**src/rtl/mdio_c45_pkg.sv**
```systemverilog
package mdio_c45_pkg;

    typedef enum logic [1:0] {
        OP_ADDR  = 2'b00,
        OP_WRITE = 2'b01,
        OP_READ  = 2'b11
    } op_t;

    typedef enum logic [2:0] {
        S_IDLE,
        S_PRE,
        S_HDR,
        S_TA,
        S_DATA,
        S_END
    } frm_state_t;

    localparam int HDR_BITS  = 14;
    localparam int TA_BITS   = 2;
    localparam int DATA_BITS = 16;
    localparam int SR_W      = HDR_BITS + TA_BITS + DATA_BITS;

    localparam logic [1:0] RA_CMD  = 2'd0;
    localparam logic [1:0] RA_ADDR = 2'd1;
    localparam logic [1:0] RA_DATA = 2'd2;
    localparam logic [1:0] RA_STAT = 2'd3;

    localparam logic [6:0] CFG_RST = 7'h48;

endpackage

```
**src/rtl/mdio_c45_clkgen.sv**
```systemverilog
module mdio_c45_clkgen #(
    parameter int DIV_W = 8
) (
    input  logic             clk,
    input  logic             rst_n,
    input  logic             run_i,
    input  logic [DIV_W-1:0] half_i,
    output logic             mdc_o,
    output logic             rise_o,
    output logic             fall_o
);

    logic [DIV_W-1:0] cnt_q;
    logic [DIV_W-1:0] half_m1;
    logic             wrap;

    assign half_m1 = (half_i == '0) ? '0 : half_i - 1'b1;
    assign wrap    = run_i && (cnt_q >= half_m1);
    assign rise_o  = wrap && !mdc_o;
    assign fall_o  = wrap && mdc_o;

    always_ff @(posedge clk) begin
        if (!rst_n) begin
            cnt_q <= '0;
            mdc_o <= 1'b0;
        end else if (!run_i) begin
            cnt_q <= '0;
            mdc_o <= 1'b0;
        end else if (wrap) begin
            cnt_q <= '0;
            mdc_o <= !mdc_o;
        end else begin
            cnt_q <= cnt_q + 1'b1;
        end
    end


    mdc_idle_low_chk: assert property (@(posedge clk) disable iff (!rst_n)
        !run_i |=> !mdc_o);


    phase_cnt_chk: assert property (@(posedge clk) disable iff (!rst_n)
        run_i |-> (cnt_q <= half_m1));

endmodule

```
**src/rtl/mdio_c45_frame.sv**
```systemverilog
module mdio_c45_frame
    import mdio_c45_pkg::*;
#(
    parameter int PRE_LEN = 32
) (
    input  logic                 clk,
    input  logic                 rst_n,
    input  logic                 start_i,
    input  op_t                  op_i,
    input  logic [4:0]           port_i,
    input  logic [4:0]           dev_i,
    input  logic [15:0]          field_i,
    input  logic                 rise_i,
    input  logic                 fall_i,
    input  logic                 mdio_i,
    output logic                 busy_o,
    output logic                 mdio_o,
    output logic                 mdio_oe_o,
    output logic                 rd_done_o,
    output logic [DATA_BITS-1:0] rd_data_o,
    output logic                 ta_err_o
);

    localparam int CNT_W = $clog2(PRE_LEN + DATA_BITS + 1);

    frm_state_t           state_q, state_d;
    logic [CNT_W-1:0]     cnt_q, cnt_d;
    logic [SR_W-1:0]      sr_q, sr_d;
    logic                 rd_q, rd_d;
    logic [DATA_BITS-2:0] rx_q, rx_d;
    logic                 last_bit;

    assign last_bit = (cnt_q == '0);

    always_ff @(posedge clk) begin
        if (!rst_n) begin
            state_q <= S_IDLE;
            cnt_q   <= '0;
            sr_q    <= '0;
            rd_q    <= 1'b0;
            rx_q    <= '0;
        end else begin
            state_q <= state_d;
            cnt_q   <= cnt_d;
            sr_q    <= sr_d;
            rd_q    <= rd_d;
            rx_q    <= rx_d;
        end
    end

    always_comb begin
        state_d = state_q;
        cnt_d   = cnt_q;
        sr_d    = sr_q;
        rd_d    = rd_q;
        rx_d    = rx_q;
        unique case (state_q)
            S_IDLE: begin
                if (start_i) begin
                    state_d = S_PRE;
                    cnt_d   = CNT_W'(PRE_LEN - 1);
                    sr_d    = {2'b00, op_i, port_i, dev_i, 2'b10, field_i};
                    rd_d    = (op_i == OP_READ);
                end
            end
            S_PRE: begin
                if (rise_i) begin
                    if (last_bit) begin
                        state_d = S_HDR;
                        cnt_d   = CNT_W'(HDR_BITS - 1);
                    end else begin
                        cnt_d = cnt_q - 1'b1;
                    end
                end
            end
            S_HDR: begin
                if (rise_i) begin
                    sr_d = {sr_q[SR_W-2:0], 1'b0};
                    if (last_bit) begin
                        state_d = S_TA;
                        cnt_d   = CNT_W'(TA_BITS - 1);
                    end else begin
                        cnt_d = cnt_q - 1'b1;
                    end
                end
            end
            S_TA: begin
                if (rise_i) begin
                    sr_d = {sr_q[SR_W-2:0], 1'b0};
                    if (last_bit) begin
                        state_d = S_DATA;
                        cnt_d   = CNT_W'(DATA_BITS - 1);
                    end else begin
                        cnt_d = cnt_q - 1'b1;
                    end
                end
            end
            S_DATA: begin
                if (rise_i) begin
                    sr_d = {sr_q[SR_W-2:0], 1'b0};
                    rx_d = {rx_q[DATA_BITS-3:0], mdio_i};
                    if (last_bit) begin
                        state_d = S_END;
                    end else begin
                        cnt_d = cnt_q - 1'b1;
                    end
                end
            end
            S_END: begin
                if (fall_i) begin
                    state_d = S_IDLE;
                end
            end
            default: state_d = S_IDLE;
        endcase
    end

    always_comb begin
        busy_o    = 1'b1;
        mdio_o    = 1'b1;
        mdio_oe_o = 1'b0;
        rd_done_o = 1'b0;
        ta_err_o  = 1'b0;
        rd_data_o = {rx_q, mdio_i};
        unique case (state_q)
            S_IDLE: busy_o = 1'b0;
            S_PRE:  mdio_oe_o = 1'b1;
            S_HDR: begin
                mdio_o    = sr_q[SR_W-1];
                mdio_oe_o = 1'b1;
            end
            S_TA: begin
                mdio_o    = sr_q[SR_W-1];
                mdio_oe_o = !rd_q;
                ta_err_o  = rd_q && rise_i && last_bit && mdio_i;
            end
            S_DATA: begin
                mdio_o    = sr_q[SR_W-1];
                mdio_oe_o = !rd_q;
                rd_done_o = rd_q && rise_i && last_bit;
            end
            S_END: mdio_o = 1'b1;
            default: busy_o = 1'b0;
        endcase
    end


    mdio_edge_only_chk: assert property (@(posedge clk) disable iff (!rst_n)
        !rise_i |=> $stable(mdio_o));


    read_release_chk: assert property (@(posedge clk) disable iff (!rst_n)
        (busy_o && rd_q && !mdio_oe_o) |=> !mdio_oe_o);


    start_idle_chk: assert property (@(posedge clk) disable iff (!rst_n)
        start_i |-> (state_q == S_IDLE));


    err_read_only_chk: assert property (@(posedge clk) disable iff (!rst_n)
        ta_err_o |-> rd_q);

endmodule

```
**src/rtl/mdio_c45_regs.sv**
```systemverilog
module mdio_c45_regs
    import mdio_c45_pkg::*;
#(
    parameter int DIV_W   = 8,
    parameter int DIV_RST = 20
) (
    input  logic             clk,
    input  logic             rst_n,
    input  logic             we_i,
    input  logic [1:0]       addr_i,
    input  logic [31:0]      wdata_i,
    output logic [31:0]      rdata_o,
    input  logic             busy_i,
    input  logic             rd_done_i,
    input  logic [15:0]      rd_data_i,
    input  logic             ta_err_i,
    output logic             start_o,
    output op_t              op_o,
    output logic [4:0]       port_o,
    output logic [4:0]       dev_o,
    output logic [15:0]      field_o,
    output logic [DIV_W-1:0] half_o
);

    logic [15:0]      cmd_q;
    logic [15:0]      addr_q;
    logic [15:0]      data_q;
    logic [DIV_W-1:0] div_q;
    logic [6:0]       cfg_q;
    logic             err_q;
    logic             accept;

    assign accept  = we_i && !busy_i;
    assign half_o  = div_q;
    assign field_o = wdata_i[15:0];

    always_comb begin
        start_o = 1'b0;
        op_o    = OP_ADDR;
        port_o  = cmd_q[9:5];
        dev_o   = cmd_q[4:0];
        if (accept) begin
            case (addr_i)
                RA_CMD: begin
                    if (wdata_i[15]) begin
                        start_o = 1'b1;
                        op_o    = OP_READ;
                        port_o  = wdata_i[9:5];
                        dev_o   = wdata_i[4:0];
                    end
                end
                RA_ADDR: begin
                    start_o = 1'b1;
                    op_o    = OP_ADDR;
                end
                RA_DATA: begin
                    start_o = 1'b1;
                    op_o    = OP_WRITE;
                end
                default: start_o = 1'b0;
            endcase
        end
    end

    always_ff @(posedge clk) begin
        if (!rst_n) begin
            cmd_q  <= '0;
            addr_q <= '0;
            data_q <= '0;
            div_q  <= DIV_W'(DIV_RST);
            cfg_q  <= CFG_RST;
            err_q  <= 1'b0;
        end else begin
            if (accept) begin
                case (addr_i)
                    RA_CMD:  cmd_q  <= wdata_i[15:0];
                    RA_ADDR: addr_q <= wdata_i[15:0];
                    RA_DATA: data_q <= wdata_i[15:0];
                    default: begin
                        div_q <= wdata_i[7+:DIV_W];
                        cfg_q <= wdata_i[6:0];
                    end
                endcase
            end
            if (rd_done_i) begin
                data_q <= rd_data_i;
            end
            if (start_o) begin
                err_q <= 1'b0;
            end else if (ta_err_i) begin
                err_q <= 1'b1;
            end
        end
    end

    always_comb begin
        rdata_o = '0;
        case (addr_i)
            RA_CMD:  rdata_o[15:0] = cmd_q;
            RA_ADDR: rdata_o[15:0] = addr_q;
            RA_DATA: rdata_o[15:0] = data_q;
            default: begin
                rdata_o[31]        = busy_i;
                rdata_o[30]        = err_q;
                rdata_o[7+:DIV_W]  = div_q;
                rdata_o[6:0]       = cfg_q;
            end
        endcase
    end


    busy_ignore_chk: assert property (@(posedge clk) disable iff (!rst_n)
        (busy_i && we_i) |=> ($stable(cmd_q) && $stable(addr_q) && $stable(div_q) && $stable(cfg_q)));


    start_busy_chk: assert property (@(posedge clk) disable iff (!rst_n)
        start_o |=> busy_i);


    err_clear_chk: assert property (@(posedge clk) disable iff (!rst_n)
        start_o |=> !err_q);

endmodule

```
**src/rtl/mdio_c45_master.sv**
```systemverilog
module mdio_c45_master #(
    parameter int DIV_W   = 8,
    parameter int DIV_RST = 20,
    parameter int PRE_LEN = 32
) (
    input  logic        clk,
    input  logic        rst_n,
    input  logic        reg_we,
    input  logic [1:0]  reg_addr,
    input  logic [31:0] reg_wdata,
    output logic [31:0] reg_rdata,
    output logic        mdc,
    input  logic        mdio_i,
    output logic        mdio_o,
    output logic        mdio_oe
);
    import mdio_c45_pkg::*;

    logic             busy;
    logic             start;
    op_t              op;
    logic [4:0]       port;
    logic [4:0]       dev;
    logic [15:0]      field;
    logic [DIV_W-1:0] half;
    logic             rise;
    logic             fall;
    logic             rd_done;
    logic [15:0]      rd_data;
    logic             ta_err;
    logic             unused_wdata;

    assign unused_wdata = ^reg_wdata;

    mdio_c45_regs #(
        .DIV_W   (DIV_W),
        .DIV_RST (DIV_RST)
    ) u_regs (
        .clk       (clk),
        .rst_n     (rst_n),
        .we_i      (reg_we),
        .addr_i    (reg_addr),
        .wdata_i   (reg_wdata),
        .rdata_o   (reg_rdata),
        .busy_i    (busy),
        .rd_done_i (rd_done),
        .rd_data_i (rd_data),
        .ta_err_i  (ta_err),
        .start_o   (start),
        .op_o      (op),
        .port_o    (port),
        .dev_o     (dev),
        .field_o   (field),
        .half_o    (half)
    );

    mdio_c45_clkgen #(
        .DIV_W (DIV_W)
    ) u_clkgen (
        .clk    (clk),
        .rst_n  (rst_n),
        .run_i  (busy),
        .half_i (half),
        .mdc_o  (mdc),
        .rise_o (rise),
        .fall_o (fall)
    );

    mdio_c45_frame #(
        .PRE_LEN (PRE_LEN)
    ) u_frame (
        .clk       (clk),
        .rst_n     (rst_n),
        .start_i   (start),
        .op_i      (op),
        .port_i    (port),
        .dev_i     (dev),
        .field_i   (field),
        .rise_i    (rise),
        .fall_i    (fall),
        .mdio_i    (mdio_i),
        .busy_o    (busy),
        .mdio_o    (mdio_o),
        .mdio_oe_o (mdio_oe),
        .rd_done_o (rd_done),
        .rd_data_o (rd_data),
        .ta_err_o  (ta_err)
    );

endmodule

```
**config.mk**
```make
export PLATFORM = sky130hd
export DESIGN_NAME = mdio_c45_master
export DESIGN_NICKNAME = d
export VERILOG_FILES = /design/src/rtl/mdio_c45_pkg.sv /design/src/rtl/mdio_c45_clkgen.sv /design/src/rtl/mdio_c45_frame.sv /design/src/rtl/mdio_c45_regs.sv /design/src/rtl/mdio_c45_master.sv
export SDC_FILE = /design/constraint.sdc
export NUM_CORES = 1
export LEC_CHECK = 0
export BUFFER_PORTS_ARGS = -buffer_cell sky130_fd_sc_hd__buf_4
export CAP_MARGIN = 15
export CORE_MARGIN = 2
export CORE_UTILIZATION = 55
export CTS_CLUSTER_SIZE = 28
export DETAILED_ROUTE_END_ITERATION = 10
export PLACE_DENSITY = 0.76
export SYNTH_ARGS = -nofsm -noshare
export SYNTH_HDL_FRONTEND = slang
export SYNTH_SLANG_ARGS = --single-unit
```
**constraint.sdc**
```tcl
create_clock -name clk -period 4.9 [get_ports clk]
set_clock_uncertainty 0.2 [all_clocks]
set_input_delay 0 -clock clk [delete_from_list [all_inputs] [get_ports clk]]
set_output_delay 0 -clock clk [all_outputs]
set_load 0.005 [all_outputs]
```
==> results.sh <==
export IMPL_avgSynthCellArea_sq_um=8.033
export IMPL_synth_distinct_cells=53
export IMPL_numPortBuffers=42
export IMPL_fmax_mhz=232.1
export IMPL_clk_latency_ps=420
export IMPL_fin_crit_ps=4308
export IMPL_p_comb_share_pct=11.4
export IMPL_synth_top_cell_area_share_pct=41.53
export IMPL_synth_ff_type="dfxtp_1"
export IMPL_sequentialPowerShare_pct=41.1
export IMPL_drt_initial_drc_count=774
export IMPL_cts_buffers_inserted=17
export IMPL_p_leak_nw=2.777
export IMPL_dr_pass1_iters=8
export IMPL_area_growth_pct=17.07
export IMPL_synth_edf_count=0
export IMPL_multi_input_area_sq_mm=0.003256
export IMPL_root_buffer="clkbuf_16"
export IMPL_routedWlPerCell_um=17.38
export IMPL_worstHoldStart="reg_addr[1]"
export IMPL_grt_setup_unrepaired="false"
export IMPL_slew_violations=0
export IMPL_clock_path_buffers=2
export IMPL_switching_share_pct=24.94
export IMPL_cp_end_kind="flip-flop"
export IMPL_grt_start_max_net_pins=53
export IMPL_drv_cap=0
export IMPL_grt_pass1_vias=5443
export IMPL_core_sq_mm=0.01098
export IMPL_num_vias=5846
export IMPL_antenna_cells=0
export IMPL_min_path_cells=8
export IMPL_synth_top_area_cell="dfxtp_1"
export IMPL_antenna_found_initial=0
export IMPL_r2r_slack_ps=590
export IMPL_required_ps=5060
export IMPL_vdd_ir_drop_worst_uv=244.0
export IMPL_p_per_area_mw_per_mm2=379.2
export IMPL_cts_setup_buffers=0
export IMPL_ys_seq_area_share_pct=41.53
export IMPL_cts_tree="done"
export IMPL_yosysWarnings=0
export IMPL_timing_rr_start="u_regs.half_o[0]$_SDFFE_PN0P_"
export IMPL_ant_nets=0
export IMPL_worstRegToRegCells=15
export IMPL_clockPowerShare_pct=47.6
export IMPL_detailed_place_hpwl_um=10650
export IMPL_routed_via_density=6.052
export IMPL_worst_pin_slew_ps=932.6
export IMPL_fill_cells=917
export IMPL_rows=38
export IMPL_finalSetupTns_ps=0
export IMPL_p_sw_uw=693.7
export IMPL_arrival_ps=4460
export IMPL_slew_headroom_pct=37.74
export IMPL_netlist_area_sq_mm=0.006266
export IMPL_p_int_mw=2.088
export IMPL_min_path_type="in2reg"
export IMPL_ff_latch_area_sq_mm=0.002603
export IMPL_hold_path_endpoint="u_regs.err_q$_SDFFE_PP0P_"
export IMPL_grt_usage_pct=27.55
export IMPL_die_area_sq_mm=0.01226
export IMPL_crit_type="reg2reg"
export IMPL_path_clk_slew_ps=60
export IMPL_synth_async_reset_ratio_pct=0
export IMPL_gp_congestion=0.8548
export IMPL_ios=73
export IMPL_outcome="completed"
export IMPL_final_util_pct=66.79
export IMPL_yosys_register_bits=130
export IMPL_power_mw=2.782
export IMPL_overflow=0
export IMPL_r2r_end="u_frame.cnt_q[4]$_SDFFE_PN0P_"
export IMPL_critPathMaxFanout=16
export IMPL_synth_area_leaders="dfxtp_1, nand2_1, a21oi_1"
export IMPL_setup_viol=0
export IMPL_wirelength_um=16790
export IMPL_fin_nets=869
export IMPL_drc=0
export IMPL_drive_gt1_share_pct=12.59
export IMPL_cts_htree_levels=4
export IMPL_initial_core_util_pct=57.05
export IMPL_clock_sinks=130
export IMPL_die_w_um=110.7
export IMPL_hold_viol=0
export IMPL_synthCells=780
export IMPL_die_h_um=110.7
export IMPL_critPathLaunchType="flip-flop"
export IMPL_grt_pass1_wl_um=27290
export IMPL_timing_final_crit_share_pct=87.92
==> sequential cells by signal (all words and copies together) (netlist names) <==
register	flops
u_frame.sr_q	32
u_regs.addr_q	16
u_regs.cmd_q	16
u_regs.data_q	16
u_frame.rx_q	15
u_clkgen.cnt_q	8
u_regs.half_o	8
u_regs.cfg_q	7
u_frame.cnt_q	6
u_frame.state_q	3
u_clkgen.mdc_o	1
u_frame.rd_q	1
u_regs.err_q	1
==> power groups by stage <==
stage                     sequential, mW  clock [mW]  combinational [mW]
after floorplan                     1.15           0               0.225
after global placement              1.16           0               0.287
after detailed placement            1.16           0               0.297
after CTS                           1.14        1.33               0.312
after global routing                1.15        1.37               0.349
final                               1.14        1.32               0.316
==> critical path, cell delays in order, from the launching register on <==
cell and delay [ps]:
dfxtp_1 350, inv_1 100, ha_1 230, nand3_1 130, nor4_1 470, nand2_1 200
nand2b_1 120, ha_1 230, nor2b_1 130, o211ai_1 150, a311o_1 470, a211oi_4 110
buf_4 220, a211oi_2 630, mux2_2 410, nor2_1 80
==> worst max-delay path by stage <==
stage | start | to | slack (ps) | cells past startpoint
after floorplan | u_regs.half_o[0]$_SDFFE_PN0P_ | u_frame.sr_q[17]$_SDFFE_PN0P_ | 1390 | 15
final | u_regs.half_o[0]$_SDFFE_PN0P_ | u_frame.cnt_q[4]$_SDFFE_PN0P_ | 590 | 15
after global routing | u_regs.half_o[0]$_SDFFE_PN0P_ | u_frame.cnt_q[4]$_SDFFE_PN0P_ | 230 | 15
after global placement | u_regs.half_o[0]$_SDFFE_PN0P_ | u_frame.cnt_q[4]$_SDFFE_PN0P_ | 810 | 15
after detailed placement | u_regs.half_o[0]$_SDFFE_PN0P_ | u_frame.cnt_q[4]$_SDFFE_PN0P_ | 640 | 15
after CTS | u_regs.half_o[0]$_SDFFE_PN0P_ | u_frame.cnt_q[4]$_SDFFE_PN0P_ | 590 | 15
==> kinds of logic after synthesis <==
| group | synth area share, % |
|---|---|
| other cells | 0.05985 |
| compound gates | 21.27 |
| flops | 41.53 |
| fa+ha+maj | 3.195 |
| xor+xnor | 1.817 |
| mux | 4.692 |
| buf+inv | 7.288 |
| simple gates | 20.15 |
==> layout make-up <==
type | instances | share of cell area, %
Clock buffer | 20 | 6.089
Tap cell | 140 | 2.388
Multi-Input combinational cell | 567 | 44.38
Clock inverter | 10 | 2.183
Inverter | 26 | 1.330
Timing Repair Buffer | 73 | 8.153
Sequential cell | 130 | 35.48
==> cells in the mapped netlist, types with 2 or more instances <==
library cell / number
nand3_1: 23
o21ai_0: 14
nor4_1: 4
a221o_1: 2
buf_6: 3
a31oi_1: 3
a222oi_1: 16
dfxtp_1: 130
or2_2: 2
o22ai_1: 3
buf_4: 17
o211ai_1: 3
a21oi_1: 92
mux2i_1: 17
clkbuf_1: 41
nor3_1: 3
mux2_2: 11
nor2_1: 69
inv_1: 26
and3_1: 7
a311oi_1: 18
nand4_1: 4
a211oi_1: 3
a22oi_1: 18
a221oi_1: 10
and2_1: 8
xnor2_1: 7
xor2_1: 6
ha_1: 16
nor2b_1: 2
nand2_1: 168
a211oi_2: 2
buf_2: 8
nand2b_1: 5
==> per-layer routing <==
| layer | track usage, % | wire length [um] | vias to the layer above |
|---|---|---|---|
| met5 | 0 | 0 | - |
| met4 | 10.25 | 327 | 0 |
| met3 | 7.983 | 1630 | 40 |
| met2 | 42.66 | 7749 | 311 |
| met1 | 36.63 | 7081 | 2723 |
| li1 | - | - | 2772 |
==> layout by cell type (no fill, tap or decap), types with 2 or more instances in the layout <==
master         synthesis  routed
nor3_1                 3       3
nor2_1                69      69
nand2b_1               5       5
nor4_1                 4       4
clkbuf_16              0      17
nand2_1              168     168
buf_4                 17      53
mux2_2                11      11
inv_1                 26      25
clkinv_2               0       3
clkinv_4               0       2
a31oi_1                3       3
a21oi_1               92      92
a211oi_2               2       2
and3_1                 7       7
bufinv_16              0       4
o21ai_0               14      14
a222oi_1              16      16
nand3_1               23      23
xnor2_1                7       7
and2_1                 8       8
ha_1                  16      16
dlygate4sd3_1          0      20
nor2b_1                2       2
conb_1                 1      14
a311oi_1              18      18
o22ai_1                3       3
o211ai_1               3       3
nand4_1                4       4
a221o_1                2       2
mux2i_1               17      17
clkbuf_1              41       2
a22oi_1               18      18
a221oi_1              10      10
a211oi_1               3       3
dfxtp_1              130     130
or2_2                  2       2
xor2_1                 6       6
==> metrics by stage <==
step           hold WS, ps  setup slack [ps]  instance area (sq um)  cells
2_1_floorplan       -64.04              1394                   6315    793
3_3_place_gp         78.97             813.5                   6529    916
3_5_place_dp         86.27             639.4                   6529    916
4_1_cts              48.47             590.1                   7336    966
5_1_grt              142.2             226.1                   7336    966
6_report             65.32             591.8                   7336    966
==> timing repair <==
action / CTS / global route
endpoints found under the setup margin: 0 / 0
gates resized for setup: 0 / 0
endpoints found under the hold margin: 97 / 0
hold buffers: 20 / 0
(Power assumes the default switching activity.)
